`config.mk`:
```
export PLATFORM = sky130hd
export DESIGN_NAME = stack_exec_unit
export DESIGN_NICKNAME = d
export VERILOG_FILES = /design/src/rtl/stack_exec_pkg.sv /design/src/rtl/stack_exec_ctrl.sv /design/src/rtl/stack_exec_ram.sv /design/src/rtl/stack_exec_dpath.sv /design/src/rtl/stack_exec_unit.sv
export SDC_FILE = /design/constraint.sdc
export NUM_CORES = 1
export LEC_CHECK = 0
export ABC_CLOCK_PERIOD_IN_PS = 5300
export BUFFER_PORTS_ARGS = -buffer_cell sky130_fd_sc_hd__buf_2
export CAP_MARGIN = 20
export CORE_ASPECT_RATIO = 0.8
export CORE_UTILIZATION = 40
export CTS_CLUSTER_DIAMETER = 150
export DETAILED_ROUTE_END_ITERATION = 12
export PLACE_DENSITY = 0.65
export SLEW_MARGIN = 10
export SYNTH_ARGS = -nofsm -noshare
export SYNTH_HDL_FRONTEND = slang
export SYNTH_SLANG_ARGS = --single-unit
```
`constraint.sdc`:
```
create_clock -name clk -period 5.3 [get_ports clk]
set_input_delay 0.795 -clock clk [delete_from_list [all_inputs] [get_ports clk]]
set_output_delay 0.795 -clock clk [all_outputs]
set_load 0.01 [all_outputs]
```
`src/rtl/stack_exec_pkg.sv`:
```
package stack_exec_pkg;

  localparam logic [1:0] SOP_NONE = 2'b00;
  localparam logic [1:0] SOP_PUSH = 2'b01;
  localparam logic [1:0] SOP_POP  = 2'b10;

  localparam logic [2:0] ALU_ADD = 3'd0;
  localparam logic [2:0] ALU_SUB = 3'd1;
  localparam logic [2:0] ALU_AND = 3'd2;
  localparam logic [2:0] ALU_OR  = 3'd3;
  localparam logic [2:0] ALU_XOR = 3'd4;

  // strobes from the control half to the datapath half
  typedef struct packed {
    logic       push;
    logic       pop;
    logic [2:0] aluOp;
  } exStrobe_t;

endpackage

```
`src/rtl/stack_exec_ctrl.sv`:
```
module stack_exec_ctrl
  import stack_exec_pkg::*;
#(
  parameter int PTR_W = 4,
  parameter int SEL_W = 2
) (
  input  logic             clk,
  input  logic             rstN,
  input  logic [1:0]       dcdStackOp,
  input  logic [2:0]       dcdAluOp,
  input  logic [SEL_W-1:0] dcdSrcSel,
  output exStrobe_t        exStrobe,
  output logic [SEL_W-1:0] exSrcSel,
  output logic             ramRdEn,
  output logic [PTR_W-1:0] ramRdAddr,
  output logic [PTR_W-1:0] ramWrAddr,
  output logic [PTR_W-1:0] stackPtr
);

  logic             isPush;
  logic             isPop;
  logic [PTR_W-1:0] spNext;
  logic [PTR_W-1:0] spInc;

  assign isPush = (dcdStackOp == SOP_PUSH);
  assign isPop  = (dcdStackOp == SOP_POP);
  assign spInc  = stackPtr + 1'b1;

  always_comb begin
    spNext = stackPtr;
    if (isPush) begin
      spNext = spInc;
    end else if (isPop) begin
      spNext = stackPtr - 1'b1;
    end
  end

  // fill read is launched from decode with the current pointer
  assign ramRdEn   = isPop;
  assign ramRdAddr = stackPtr;

  always_ff @(posedge clk or negedge rstN) begin
    if (!rstN) begin
      stackPtr  <= '0;
      exStrobe  <= '0;
      exSrcSel  <= '0;
      ramWrAddr <= '0;
    end else begin
      stackPtr       <= spNext;
      exStrobe.push  <= isPush;
      exStrobe.pop   <= isPop;
      exStrobe.aluOp <= dcdAluOp;
      exSrcSel       <= dcdSrcSel;
      ramWrAddr      <= spInc;
    end
  end

endmodule

```
`src/rtl/stack_exec_ram.sv`:
```
module stack_exec_ram #(
  parameter int DATA_W = 32,
  parameter int PTR_W  = 4
) (
  input  logic              clk,
  input  logic              wrEn,
  input  logic [PTR_W-1:0]  wrAddr,
  input  logic [DATA_W-1:0] wrData,
  input  logic              rdEn,
  input  logic [PTR_W-1:0]  rdAddr,
  output logic [DATA_W-1:0] rdData
);

  localparam int DEPTH = 1 << PTR_W;

  logic [DATA_W-1:0] mem [DEPTH];

  always_ff @(posedge clk) begin
    if (wrEn) begin
      mem[wrAddr] <= wrData;
    end
  end

  // write-first read port: a read that meets the spill write sees new data
  always_ff @(posedge clk) begin
    if (rdEn) begin
      if (wrEn && (wrAddr == rdAddr)) begin
        rdData <= wrData;
      end else begin
        rdData <= mem[rdAddr];
      end
    end
  end

endmodule

```
`src/rtl/stack_exec_dpath.sv`:
```
module stack_exec_dpath
  import stack_exec_pkg::*;
#(
  parameter int DATA_W  = 32,
  parameter int NUM_SRC = 4,
  parameter int SEL_W   = 2
) (
  input  logic                      clk,
  input  logic                      rstN,
  input  exStrobe_t                 exStrobe,
  input  logic [SEL_W-1:0]          exSrcSel,
  input  logic [NUM_SRC*DATA_W-1:0] srcData,
  input  logic [DATA_W-1:0]         ramRdData,
  output logic [DATA_W-1:0]         tosA,
  output logic [DATA_W-1:0]         nosB,
  output logic                      spillEn,
  output logic [DATA_W-1:0]         spillData
);

  logic [DATA_W-1:0] srcArr [NUM_SRC];
  logic [DATA_W-1:0] srcPick;
  logic [DATA_W-1:0] aluRes;

  for (genvar g = 0; g < NUM_SRC; g++) begin : gSrc
    assign srcArr[g] = srcData[g*DATA_W +: DATA_W];
  end

  always_comb begin
    srcPick = '0;
    for (int i = 0; i < NUM_SRC; i++) begin
      if (exSrcSel == SEL_W'(i)) begin
        srcPick = srcArr[i];
      end
    end
  end

  always_comb begin
    case (exStrobe.aluOp)
      ALU_ADD: aluRes = tosA + nosB;
      ALU_SUB: aluRes = nosB - tosA;
      ALU_AND: aluRes = tosA & nosB;
      ALU_OR:  aluRes = tosA | nosB;
      ALU_XOR: aluRes = tosA ^ nosB;
      default: aluRes = nosB;
    endcase
  end

  assign spillEn   = exStrobe.push;
  assign spillData = nosB;

  always_ff @(posedge clk or negedge rstN) begin
    if (!rstN) begin
      tosA <= '0;
      nosB <= '0;
    end else if (exStrobe.push) begin
      tosA <= srcPick;
      nosB <= tosA;
    end else if (exStrobe.pop) begin
      tosA <= aluRes;
      nosB <= ramRdData;
    end
  end

endmodule

```
`src/rtl/stack_exec_unit.sv`:
```
module stack_exec_unit
  import stack_exec_pkg::*;
#(
  parameter  int DATA_W  = 32,
  parameter  int PTR_W   = 4,
  parameter  int NUM_SRC = 4,
  localparam int SEL_W   = (NUM_SRC > 1) ? $clog2(NUM_SRC) : 1
) (
  input  logic                      clk,
  input  logic                      rstN,
  input  logic [1:0]                dcdStackOp,
  input  logic [2:0]                dcdAluOp,
  input  logic [SEL_W-1:0]          dcdSrcSel,
  input  logic [NUM_SRC*DATA_W-1:0] srcData,
  output logic [DATA_W-1:0]         tosA,
  output logic [DATA_W-1:0]         nosB,
  output logic [PTR_W-1:0]          stackPtr
);

  exStrobe_t         exStrobe;
  logic [SEL_W-1:0]  exSrcSel;
  logic              ramRdEn;
  logic [PTR_W-1:0]  ramRdAddr;
  logic [PTR_W-1:0]  ramWrAddr;
  logic              ramWrEn;
  logic [DATA_W-1:0] ramWrData;
  logic [DATA_W-1:0] ramRdData;

  stack_exec_ctrl #(.PTR_W(PTR_W), .SEL_W(SEL_W)) ctrl_i (
    .clk        (clk),
    .rstN       (rstN),
    .dcdStackOp (dcdStackOp),
    .dcdAluOp   (dcdAluOp),
    .dcdSrcSel  (dcdSrcSel),
    .exStrobe   (exStrobe),
    .exSrcSel   (exSrcSel),
    .ramRdEn    (ramRdEn),
    .ramRdAddr  (ramRdAddr),
    .ramWrAddr  (ramWrAddr),
    .stackPtr   (stackPtr)
  );

  stack_exec_dpath #(.DATA_W(DATA_W), .NUM_SRC(NUM_SRC), .SEL_W(SEL_W)) dpath_i (
    .clk       (clk),
    .rstN      (rstN),
    .exStrobe  (exStrobe),
    .exSrcSel  (exSrcSel),
    .srcData   (srcData),
    .ramRdData (ramRdData),
    .tosA      (tosA),
    .nosB      (nosB),
    .spillEn   (ramWrEn),
    .spillData (ramWrData)
  );

  stack_exec_ram #(.DATA_W(DATA_W), .PTR_W(PTR_W)) ram_i (
    .clk    (clk),
    .wrEn   (ramWrEn),
    .wrAddr (ramWrAddr),
    .wrData (ramWrData),
    .rdEn   (ramRdEn),
    .rdAddr (ramRdAddr),
    .rdData (ramRdData)
  );

endmodule

```
## Word-level counts from Yosys, hierarchy flattened

Memories as Yosys holds them, arrays and structs flattened. A register that Yosys moved wholly into a read port is not among the register bits.
Cells that the tools add are included.

- Order comparisons: 0
- $mul: 0
- Equality and inequality tests: 9
- Add/subtract/negate cells: 4
- Divide/modulo/power cells: 0
- Mux-type cells: 13
- Bitwise gates (word level): 3
- Reduce and logical (&&, ||, !) cells: 4
- Shift-type cells: 0

Operator list:

| cell | number |
|---|---|
| 32-bit two-way mux | 8 |
| 32-bit one-hot mux with 5 select lines | 1 |
| 32-bit adder | 1 |
| 32-bit bitwise AND | 1 |
| 32-bit bitwise OR | 1 |
| 32-bit subtractor | 1 |
| 32-bit XOR | 1 |
| 4-bit two-way mux | 2 |
| 2-bit equality test (second input constant) | 3 |
| 3-bit by 2-bit equality test with 1-bit output (second input constant) | 2 |
| 4-bit by 1-bit adder with 4-bit output (second input constant) | 1 |
| 2-bit by 1-bit equality test with 1-bit output (second input constant) | 2 |
| 2-bit nonzero test | 2 |
| 4-bit by 1-bit subtractor with 4-bit output (second input constant) | 1 |
| 3-bit by 1-bit equality test with 1-bit output (second input constant) | 1 |
| 3-bit equality test (second input constant) | 1 |
| 3-bit logical NOT | 1 |
| 2-bit logical NOT | 1 |
| 1-bit two-way mux | 2 |

- Latch bits: 0
- Memories: 1
- Register bits: 79
- Output and inout port bits: 68
- Input port bits: 137
- RAM bits: 512
- Logic and storage cells: 42
- Memory bits (read-only): 0

Memories:

| name | depth | width | rd ports | clocked after memory_dff | wr ports | line | source |
|---|---|---|---|---|---|---|---|
| ram_i.mem | 16 | 32 | 1 | 1 | 1 | stack_exec_ram.sv:16 | `logic [DATA_W-1:0] mem [DEPTH];` |

## Logic depth before layout (Yosys ltp)

Gate-level depths: netlist of run 1.

- Depth after elaboration: 6
- Depth in mapped cells: 19
- Mapped depth without buffers: 18

## Cells and area by module

Synthesis of run 1 repeated with hierarchy kept, for this count alone.

- Cell total of the unflattened synthesis: 1998
- Area, all modules: 29743.5 um^2

Modules (own cells, without submodules):

| module | times used | cells each | area each (um^2) |
|---|---|---|---|
| stack_exec_ram | 1 | 879 | 20576.0 |
| stack_exec_dpath | 1 | 1078 | 8594.5 |
| stack_exec_ctrl | 1 | 41 | 573.0 |

## Worst setup path after synthesis of run 1

Ideal clock, no wire load.

- Path type: reg-to-reg
- Start point: register ctrl_i.exStrobe[4] (netlist name)
- End point: memory ram_i.mem[9][0] (enable)
- Path slack: 1.353 ns
- Arrival: 3.486 ns
- Stages on the path, launching flop included: 6
- Required time: 4.839 ns
- Setup time: 0.461 ns
- Cell sequence: dfrtp_1 -> clkbuf_1 -> clkbuf_1 -> buf_1 -> nand3_1 -> nor3_1

- Cells in the longest elaborated chain, start to end: 2

RTL lines:

| what | line | source |
|---|---|---|
| 1-bit two-way mux | stack_exec_ram.sv:19 | `if (wrEn) begin` |
| 1-bit two-way mux (not written as such) | stack_exec_ram.sv:20 | `mem[wrAddr] <= wrData;` |
| end: declaration | stack_exec_ram.sv:16 |  |

No other way between the ends.

## Final worst setup path of run 1

- Start point: register ctrl_i.exStrobe[2] (netlist name)
- End point: register dpath_i.tosA[23]

- Cells in the longest elaborated chain, start to end: 4
- Elaborated cells on any way between the ends: 8
- Classes of those cells: eq/ne (4); mux (3); reduce/logical (1)

RTL lines:

| what | line | source |
|---|---|---|
| 3-bit equality test, or another cell as far along | stack_exec_dpath.sv:38 | `case (exStrobe.aluOp)` |
| 32-bit one-hot mux with 5 select lines * | stack_exec_dpath.sv:38 |  |
| 32-bit two-way mux * | stack_exec_dpath.sv:58 | `end else if (exStrobe.pop) begin` |
| 32-bit two-way mux * | stack_exec_dpath.sv:55 | `end else if (exStrobe.push) begin` |
| end signal: assignment | stack_exec_dpath.sv:56 | `tosA <= srcPick;` |
| end signal: assignment | stack_exec_dpath.sv:59 | `tosA <= aluRes;` |
| end: declaration | stack_exec_dpath.sv:14 | `output logic [DATA_W-1:0] tosA,` |

Mark *: on every way between the ends. The rest lies on a longest branch, timed or not. The select of a mux whose other input is x is not followed.
A chain may end at the register's enable or synchronous reset.

==> flow_metrics.env, run 1 <==
export IMPL_setup_tns_ns=0
export IMPL_p_sw_frac=0.339
export IMPL_tightest_slew_ns=1.08
export IMPL_criticalPathCategory="flop to flop"
export IMPL_yosys_area_share_adder=0.0430
export IMPL_fmax_ghz=0.232
export IMPL_area_growth_pct=15.1
export IMPL_cts_buffers=61
export IMPL_ys_warn_count=0
export IMPL_synth_area_top_cells="edfxtp_1 (55%), mux4_2 (15%), dfrtp_1 (6.7%), ha_1 (4.2%), mux2i_1 (1.7%)"
export IMPL_switchingPower_uw=5920
export IMPL_end_kind="flop"
export IMPL_power_frac_seq=0.413
export IMPL_ys_ff_latch=623
export IMPL_synthSimpleGateAreaFrac=0.0414
export IMPL_yosysUniqueCellTypes=74
export IMPL_p_per_area_mw_per_mm2=514
export IMPL_fin_worst_skew_ns=0.0310
export IMPL_worstPathRequired_ns=5.79
export IMPL_overflow=0
export IMPL_rows=88
export IMPL_die_w_um=306
export IMPL_drc_errors=0
export IMPL_vdd_drop_max_mv=0.335
export IMPL_finalHoldViolCount=0
export IMPL_syn_instance_count=1893
export IMPL_fillers=6235
export IMPL_drive_above_1_share=0.287
export IMPL_grt_pass1_vias=18000
export IMPL_path_max_fanout=12
export IMPL_crit_arrival_ns=4.80
export IMPL_first_iter_violations=1790
export IMPL_setup_ws_ns=0.985
export IMPL_pwr_share_clk=0.259
export IMPL_p_int_uw=11600
export IMPL_ctsHoldBuffers=0
export IMPL_clk_latency_ns=0.65
export IMPL_vias_per_cell=5.78
export IMPL_die_area_mm2=0.0751
export IMPL_io_pins=205
export IMPL_final_area_mm2=0.0341
export IMPL_syn_avg_cell_area_um2=15.6
export IMPL_die_h_um=245
export IMPL_synth_top_area_cell="edfxtp_1"
export IMPL_synth_seq_area_share=0.619
export IMPL_yosys_area_top_type_share=0.552
export IMPL_maxSlewViolCount=0
export IMPL_antenna_found_initial=2
export IMPL_relSlewSlack=0.280
export IMPL_cts_root_buf="clkbuf_16"
export IMPL_fin_nets=2336
export IMPL_async_flop_share=0.127
export IMPL_synth_compound_area_frac=0.0746
export IMPL_placed_area_mm2=0.0319
export IMPL_cts_resized=0
export IMPL_cap_violations=0
export IMPL_grt_pass1_wl_um=119000
export IMPL_status="complete, no violations"
export IMPL_fin_cells=3096
export IMPL_diodes=0
export IMPL_placeableCoreArea_mm2=0.0727
export IMPL_place_hpwl_um=50800
export IMPL_vias=17900
export IMPL_postCtsSetupRepairBufs=0
export IMPL_synth_xor_area_share=0.0195
export IMPL_antenna_left=0
export IMPL_cts_sinks=623
export IMPL_clockBufferDepth=3
export IMPL_worstHoldPathType="input pin to asynchronous set/reset pin"
export IMPL_yosys_most_used_dff="edfxtp_1"
export IMPL_syn_nets=2131
export IMPL_crit_path_start_kind="flop"
export IMPL_drt_first_pass_iters=5
export IMPL_layout_min_cycle_time_ns=4.31
export IMPL_grt_max_degree=87
export IMPL_fin_crit_sh=0.814
export IMPL_wl_per_cell_um=25.7
export IMPL_synth_top_family_by_area="multiplexers"
export IMPL_htreeDepth=2
export IMPL_cts_tree="yes"
export IMPL_setup_violations=0
export IMPL_dp_cells=2977
export IMPL_clkTransAtPathRegs_ns=0.06
export IMPL_p_comb_frac=0.328
export IMPL_grtUsageTotal=0.215
export IMPL_dp_slack_ns=1.01
export IMPL_syn_area_mm2=0.0296
export IMPL_initial_utilization=0.407
export IMPL_leakagePower_uw=0.0120
export IMPL_port_buffer_count=204
export IMPL_rsz0062_at_grt="false"
export IMPL_routed_wl_um=79600
export IMPL_synth_edff_count=544
export IMPL_muxShareOfSynthArea=0.175
export IMPL_gp_congestion=0.867
-- power by group through the flow --
stage	Clock, uW	Combinational [uW]	Sequential, uW
final	4530	5740	7220
after global routing	4800	6270	7330
after CTS	4610	5770	7220
after detailed placement	0	5710	7320
after global placement	0	5660	7260
after floorplan	0	4180	6850
-- sequential cells by signal, summed over array words and instances, names as in the netlist --
signal,flops
dpath_i.nosB,32
ctrl_i.exSrcSel,2
ram_i.mem,512
dpath_i.tosA,32
ctrl_i.ramRdAddr,4
ctrl_i.exStrobe,5
ram_i.rdData,32
ctrl_i.ramWrAddr,4
-- cells in the mapped netlist (all sizes together) (8+ instances only) --
cell	count
edfxtp	544
mux4	192
o21ai	123
nand2	112
ha	100
nor2	93
inv	89
a21oi	81
dfrtp	79
clkbuf	72
xnor2	52
mux2i	49
buf	40
mux2	33
a211oi	22
a21o	17
a22oi	15
a31oi	15
nor3	15
xor2	14
a22o	13
nand3	12
nand2b	11
o211ai	9
o22ai	8
-- cell families after synthesis --
group	Yosys count
adders and majority gates	101
xor gates and xnor gates	66
buffers and inverters	201
and+or+nand+nor	275
DFF	623
AOI/OAI and AO/OA	353
muxes	274
-- worst paths after layout --
kind,from,end,slack [ns],cells after the start
max,ctrl_i.exStrobe[2],dpath_i.tosA[23],0.99,13
min,rstN,ctrl_i.exStrobe[0],0.16,1
max reg2reg,ctrl_i.exStrobe[2],dpath_i.tosA[23],0.99,13
min reg2reg,ram_i.rdData[14],dpath_i.nosB[14],0.56,2
max in group asynchronous,rstN,ctrl_i.exStrobe[2],4.04,2
min in group clk,dcdSrcSel[0],ctrl_i.exSrcSel[0],0.26,1
-- final cells by class --
class / count / area (um2) / area share
Multi-Input combinational cell: 1069 / 10600 / 0.311
Clock inverter: 44 / 515 / 0.0151
Inverter: 89 / 334 / 0.00981
Clock buffer: 72 / 1600 / 0.0470
Sequential cell: 623 / 18300 / 0.538
Tap cell: 945 / 1180 / 0.0347
Timing Repair Buffer: 254 / 1500 / 0.0441
-- layout by cell type, fill, tap and decap left out, types with 12 or more instances in the layout --
cell type	count
nor2_1	80
clkinv_2	12
dfrtp_1	70
a22oi_1	15
buf_4	44
edfxtp_1	544
mux2_2	33
nor2_4	12
nand2_1	112
a21o_1	17
a211oi_1	21
mux4_2	192
buf_2	203
xor2_1	14
a31oi_1	15
xnor2_1	52
inv_1	89
nand3_1	12
mux2i_1	49
clkbuf_16	62
o21ai_1	25
a21oi_1	80
o21ai_0	98
ha_1	99
a22o_1	13
-- stage by stage --
stage          utilization  hold slack (ns)  total power [uW]
2_1_floorplan            -            0.499             11000
3_3_place_gp         0.438            0.528             12900
3_5_place_dp         0.439            0.534             13000
4_1_cts              0.468            0.149             17600
5_1_grt              0.469            0.172             18400
6_report             0.469            0.156             17500
-- metal layers --
metal / up-vias / track usage / part of all wire
met5: - / 0 / 0.00016
met4: 2 / 0.0468 / 0.019
met3: 83 / 0.0489 / 0.089
met2: 792 / 0.327 / 0.45
met1: 9155 / 0.314 / 0.44
li1: 7850 / - / -
-- worst max-delay path: stages, from the launching register on --
cell	delay [ns]
dfrtp_2	0.40
nor2_1	0.64
nand2_1	0.50
nand2_1	0.21
xnor2_1	0.15
ha_1	0.30
a21oi_1	0.31
nand2b_1	0.10
o21ai_1	0.27
a21oi_1	0.18
o31ai_1	0.57
xnor2_1	0.14
a221oi_1	0.32
a21oi_1	0.07
Power figures use the tool's default switching activity.
==> inputs of run 2 (changes only) <==
--- a/config.mk
+++ b/config.mk
@@ -5,14 +5,14 @@
 export SDC_FILE = /design/constraint.sdc
 export NUM_CORES = 1
 export LEC_CHECK = 0
-export ABC_CLOCK_PERIOD_IN_PS = 5300
+export ABC_CLOCK_PERIOD_IN_PS = 3900
 export BUFFER_PORTS_ARGS = -buffer_cell sky130_fd_sc_hd__buf_2
 export CAP_MARGIN = 20
 export CORE_ASPECT_RATIO = 0.8
 export CORE_UTILIZATION = 40
 export CTS_CLUSTER_DIAMETER = 150
 export DETAILED_ROUTE_END_ITERATION = 12
-export PLACE_DENSITY = 0.65
+export PLACE_DENSITY = 0.67
 export SLEW_MARGIN = 10
 export SYNTH_ARGS = -nofsm -noshare
 export SYNTH_HDL_FRONTEND = slang
==> constraint.sdc (replaced) <==
create_clock -name clk -period 3.9 [get_ports clk]
set_input_delay 0.585 -clock clk [delete_from_list [all_inputs] [get_ports clk]]
set_output_delay 0.585 -clock clk [all_outputs]
set_load 0.01 [all_outputs]
==> run 2 against run 1 <==
  * Cell count increased by 2.7%
  * Register-to-register slack worse by 0.87 ns
  * Non-clock buffer count rose by 80
  * Sequential cell count stayed put
  * First-iteration DRC count shrank 2.9%
  * Combinational power is 59% higher
  * Sequential share of layout area decreased by 1.3 points
  * Final area up 2.5%
  * Sequential power rose by 29%
  * Die area is the same
  * Clock skew shrank 0.0025 ns
  * Critical endpoint is now dpath_i.tosA[29]
==> flow_metrics.env, run 2 (synthesized netlist as in run 1, its figures left out) <==
export IMPL_hold_depth=1
export IMPL_die_w_um=306
export IMPL_crit_arrival_ns=4.28
export IMPL_tightest_slew_ns=1.08
export IMPL_die_area_mm2=0.0751
export IMPL_first_iter_violations=1738
export IMPL_cp_top_family="simple AND/OR/NAND/NOR gates"
export IMPL_fmax_ghz=0.264
export IMPL_end_kind="flop"
export IMPL_final_area_mm2=0.0349
export IMPL_layout_commonest_cell="edfxtp_1"
export IMPL_htreeDepth=3
export IMPL_cpPeakStageDelay_ns=0.40
export IMPL_clk_latency_ns=0.62
export IMPL_regMostFlops="ram_i.mem"
export IMPL_vias=18300
export IMPL_criticalPathCategory="flop to flop"
export IMPL_placeableCoreArea_mm2=0.0727
export IMPL_cts_root_buf="clkbuf_16"
export IMPL_port_buffer_count=204
export IMPL_place_hpwl_um=52000
export IMPL_p_per_area_mw_per_mm2=703
export IMPL_cts_sinks=623
export IMPL_p_sw_frac=0.346
export IMPL_p_int_uw=16100
export IMPL_cts_tree="yes"
export IMPL_crit_path_start_kind="flop"
export IMPL_gp_congestion=0.919
export IMPL_layout_min_cycle_time_ns=3.79
export IMPL_topRoutingLayerUsed="met4"
export IMPL_critPathSlowestCell="dfrtp_1"
export IMPL_pwr_share_clk=0.251
export IMPL_multi_input_area_mm2=0.0108
export IMPL_clockBufferDepth=3
export IMPL_relSlewSlack=0.274
export IMPL_wl_per_cell_um=25.3
export IMPL_largest_reg_flops=512
export IMPL_cts_buffers=67
export IMPL_setup_violations=0
export IMPL_die_h_um=245
export IMPL_cp_buffers_inverters=1
export IMPL_maxSlewViolCount=0
export IMPL_reg2reg_depth=16
export IMPL_drive_above_1_share=0.321
export IMPL_hold_ws_ns=0.0850
export IMPL_regArea_mm2=0.0183
export IMPL_vdd_drop_max_mv=0.417
export IMPL_vias_per_cell=5.77
export IMPL_fin_crit_sh=0.972
export IMPL_cap_violations=0
export IMPL_grtUsageTotal=0.216
export IMPL_area_growth_pct=17.9
export IMPL_fin_worst_skew_ns=0.0285
export IMPL_path_max_fanout=4
export IMPL_grt_pass1_wl_um=120000
export IMPL_leakagePower_uw=0.0125
export IMPL_antenna_found_initial=3
export IMPL_fin_nets=2422
export IMPL_layout_common_cells="edfxtp_1 (544), buf_2 (203), mux4_2 (192)"
export IMPL_rsz0062_at_grt="true"
export IMPL_diodes=0
export IMPL_antenna_left=0
export IMPL_finalHoldViolCount=0
export IMPL_worstHoldPathType="input pin to flop"
export IMPL_grt_max_degree=107
export IMPL_p_comb_frac=0.371
export IMPL_status="complete, no violations"
export IMPL_initial_utilization=0.407
export IMPL_drc_errors=0
export IMPL_dr_wl_met2_um=35500
export IMPL_power_frac_seq=0.378
export IMPL_worstPathRequired_ns=4.39
export IMPL_rows=88
export IMPL_fillers=6124
export IMPL_cp_depth=16
export IMPL_grt_pass1_vias=18500
export IMPL_routed_wl_um=80500
export IMPL_wl_met3_um=6790
export IMPL_switchingPower_uw=8490
export IMPL_crit_chain="nor4_4, and4_1, nand2_4, or3_4, buf_6, nor3_4, a31oi_1, xnor2_1, ha_1, a21o_1, a21o_1, a31o_1, nor3_2, a21oi_2, xnor2_1, o21ai_1"
export IMPL_io_pins=205
export IMPL_overflow=0
export IMPL_clkTransAtPathRegs_ns=0.06
export IMPL_placed_area_mm2=0.0326
export IMPL_wl_met1_um=36100
export IMPL_drt_first_pass_iters=5
-- run 2: final timing paths --
path | start | to | slack (ns)
worst max-delay path | dpath_i.tosA[10] | dpath_i.tosA[29] | 0.11
worst min-delay path | dcdSrcSel[1] | ctrl_i.exSrcSel[1] | 0.09
worst max register to register | dpath_i.tosA[10] | dpath_i.tosA[29] | 0.11
worst min register to register | ram_i.rdData[31] | dpath_i.nosB[31] | 0.55
max in group asynchronous | rstN | dpath_i.tosA[5] | 2.93
min in group asynchronous | rstN | ctrl_i.exSrcSel[0] | 0.11
-- run 2: power by group through the flow --
stage	combinational (uW)	clock (uW)	sequential, uW
2_1_floorplan	5680	0	9310
3_3_place_gp	8800	0	9390
3_5_place_dp	8880	0	9420
4_1_cts	8960	6240	9290
5_1_grt	9850	6500	9380
6_report	9110	6150	9280
-- run 2: area by class of cell --
cell class | count | area share
Clock inverter | 35 | 0.00997
Clock buffer | 84 | 0.0502
Sequential cell | 623 | 0.525
Multi-Input combinational cell | 1069 | 0.308
Tap cell | 945 | 0.0339
Inverter | 89 | 0.00957
Timing Repair Buffer | 334 | 0.0629
-- run 2: repair_timing --
item / CTS / global route
setup buffers: 0 / 5
resized for setup: 0 / 31
hold buffers: 0 / 0
endpoints found under the setup margin: 0 / 9
-- run 2: metal layers --
metal / track usage / up-vias
met5: 0 / -
met4: 0.0649 / 0
met3: 0.0450 / 112
met2: 0.321 / 870
met1: 0.321 / 9331
li1: - / 8029
-- run 2: stage by stage --
| stage | setup slack, ns | std cells | power, uW | setup TNS, ns | util |
|---|---|---|---|---|---|
| 2_1_floorplan | 0.0180 | 1893 | 15000 | 0 | - |
| 3_3_place_gp | 0.00335 | 3055 | 18200 | 0 | 0.449 |
| 3_5_place_dp | 0.0529 | 3055 | 18300 | 0 | 0.449 |
| 4_1_cts | 0.0171 | 3174 | 24500 | 0 | 0.478 |
| 5_1_grt | -0.0914 | 3179 | 25700 | -0.228 | 0.480 |
| 6_report | 0.111 | 3179 | 24500 | 0 | 0.480 |
==> inputs of run 3 (changes only) <==
--- a/config.mk
+++ b/config.mk
@@ -8,11 +8,12 @@
 export ABC_CLOCK_PERIOD_IN_PS = 3900
 export BUFFER_PORTS_ARGS = -buffer_cell sky130_fd_sc_hd__buf_2
 export CAP_MARGIN = 20
-export CORE_ASPECT_RATIO = 0.8
+export CELL_PAD_IN_SITES_DETAIL_PLACEMENT = 0
+export CELL_PAD_IN_SITES_GLOBAL_PLACEMENT = 1
 export CORE_UTILIZATION = 40
 export CTS_CLUSTER_DIAMETER = 150
 export DETAILED_ROUTE_END_ITERATION = 12
-export PLACE_DENSITY = 0.67
+export PLACE_DENSITY_LB_ADDON = 0.1
 export SLEW_MARGIN = 10
 export SYNTH_ARGS = -nofsm -noshare
 export SYNTH_HDL_FRONTEND = slang
==> run 3 against run 2 <==
  * The flow now finishes with violations (design-rule violations)
  * Clock power is 7.6% higher
  * Combinational power hardly changed
  * Hold slack worse by 0.056 ns
  * Power is 1.6% higher
  * Cell count is 0.69% higher
  * Non-clock buffer count is 2 higher
  * Sequential power is 0.8% lower
  * Clock skew is 0.00090 ns lower
  * Critical path depth is 1 higher
  * Global-route usage is 0.46 points higher
  * First-iteration DRC count is 29% lower
  * Die area hardly changed
==> flow_metrics.env, run 3 (synthesized netlist as in run 1, its figures left out) <==
export IMPL_clk_latency_ns=0.61
export IMPL_fillers=6300
export IMPL_first_iter_violations=1230
export IMPL_overflow=0
export IMPL_crit_arrival_ns=4.17
export IMPL_largest_reg_flops=512
export IMPL_postCtsSetupRepairBufs=0
export IMPL_drc_errors=14
export IMPL_fin_worst_skew_ns=0.0276
export IMPL_grt_max_degree=94
export IMPL_antenna_found_initial=2
export IMPL_fmax_ghz=0.271
export IMPL_die_w_um=274
export IMPL_setup_violations=0
export IMPL_final_area_mm2=0.0352
export IMPL_reg2reg_depth=17
export IMPL_initial_utilization=0.405
export IMPL_layout_min_cycle_time_ns=3.69
export IMPL_cts_buffers=70
export IMPL_violations="design-rule violations"
export IMPL_wl_per_cell_um=25.5
export IMPL_routed_wl_um=81700
export IMPL_ff2ff_setup_slack_ns=0.21
export IMPL_vias=17900
export IMPL_fin_crit_sh=0.947
export IMPL_antenna_left=0
export IMPL_leakagePower_uw=0.0126
export IMPL_drt_first_pass_iters=9
export IMPL_worstReg2RegEnd="dpath_i.tosA[31]"
export IMPL_cts_tree="yes"
export IMPL_path_max_fanout=6
export IMPL_port_buffer_count=204
export IMPL_fin_nets=2427
export IMPL_rsz0062_at_grt="false"
export IMPL_area_growth_pct=18.8
export IMPL_placed_area_mm2=0.0328
export IMPL_drive_above_1_share=0.322
export IMPL_vdd_drop_max_mv=0.342
export IMPL_vias_per_cell=5.60
export IMPL_grt_pass1_vias=18200
export IMPL_htreeDepth=3
export IMPL_die_h_um=274
export IMPL_clkTransAtPathRegs_ns=0.06
export IMPL_place_hpwl_um=53300
export IMPL_grt_pass1_wl_um=121000
export IMPL_finalHoldViolCount=0
export IMPL_cts_sinks=623
export IMPL_tightest_slew_ns=0.866
export IMPL_clockBufferDepth=3
export IMPL_cts_root_buf="clkbuf_16"
export IMPL_gp_congestion=0.897
export IMPL_placeableCoreArea_mm2=0.0731
export IMPL_worstHoldPathType="input pin to asynchronous set/reset pin"
export IMPL_status="finished with violations"
export IMPL_p_per_area_mw_per_mm2=709
export IMPL_regMostFlops="ram_i.mem"
export IMPL_grtUsageTotal=0.221
export IMPL_rows=99
export IMPL_end_kind="flop"
export IMPL_layout_commonest_cell="edfxtp_1"
export IMPL_relSlewSlack=0.423
export IMPL_die_area_mm2=0.0751
export IMPL_r2r_start="dpath_i.tosA[1]"
export IMPL_worstPathRequired_ns=4.38
export IMPL_cap_violations=0
export IMPL_maxSlewViolCount=0
export IMPL_crit_path_start_kind="flop"
export IMPL_layout_common_cells="edfxtp_1 (544), buf_2 (203), mux4_2 (192)"
export IMPL_setup_tns_ns=0
export IMPL_criticalPathCategory="flop to flop"
export IMPL_io_pins=205
==> run 3: cell types whose count changed in the layout (fill, tap and decap cells not counted), moves of 4 or more <==
cell	change
a21oi_1	+4
clkinv_1	-4
clkbuf_16	+6
buf_12	+6
clkbuf_1	-6
clkbuf_8	+6
==> run 3: area by class of cell <==
class / instances / area (um2) / area share
clock inverters: 34 / 353 / 0.0100
diodes: 1 / 2.50 / 0.0000712
multi-input cells: 1069 / 10700 / 0.304
flip-flops and latches: 623 / 18300 / 0.522
clock buffers: 90 / 1960 / 0.0558
well taps: 959 / 1200 / 0.0341
inverters: 89 / 334 / 0.00950
repair buffers: 336 / 2280 / 0.0648
==> run 3: how the worst max path moves through the flow <==
stage	from	endpoint	slack, ns	depth (start not counted)
global route	dpath_i.tosA[5]	dpath_i.tosA[30]	0.02	17
finish	dpath_i.tosA[1]	dpath_i.tosA[31]	0.21	17
detailed placement	dpath_i.tosA[1]	dpath_i.tosA[31]	0.02	17
global placement	dpath_i.tosA[5]	dpath_i.tosA[31]	-0.02	18
CTS	dpath_i.tosA[5]	dpath_i.tosA[26]	0.03	17
floorplan	ctrl_i.exStrobe[4]	ram_i.mem[0][0]	0.02	4
==> run 3: what timing repair did <==
action,in CTS,in global routing
pin swaps,0,1
endpoints found under the setup margin,1,10
hold buffers,0,0
resized for setup,1,14
==> run 3: metrics by stage <==
step,worst slack (ns),util,total power (uW),hold slack (ns),cells
finish,0.207,0.481,24900,0.0285,3201
global route,0.0245,0.481,26200,0.0591,3200
floorplan,0.0180,-,15000,0.289,1893
detailed placement,0.0153,0.448,18400,0.529,3076
global placement,-0.0221,0.448,18400,0.539,3076
CTS,0.0327,0.480,25100,0.0373,3200
==> run 3: power breakdown <==
group          leakage [uW]  switching (uW)  internal (uW)
registers           0.00588             754           8460
logic               0.00560            4950           4150
clock network       0.00112            2710           3910
total                0.0126            8420          16500
==> run 3: layer usage <==
layer	GRT usage	vias up	wire [um]
li1	-	8037	-
met1	0.326	9331	38700
met2	0.350	480	38200
met3	0.0263	78	3520
met4	0.0504	0	1230
met5	0	-	0
==> run 3: worst max-delay path, cell delays in order, from the launching register on <==
cell and delay [ns]:
dfrtp_1 0.38, buf_4 0.16, nor3_2 0.22, and3_2 0.29, buf_4 0.15, a41oi_1 0.13, xnor2_1 0.16, ha_1 0.29
buf_4 0.13, nand4_1 0.14, nor2_1 0.16, nand3_1 0.09, a21oi_1 0.33, o31ai_1 0.13, buf_4 0.17, o41ai_2 0.39
xnor2_1 0.17, o21ai_1 0.07
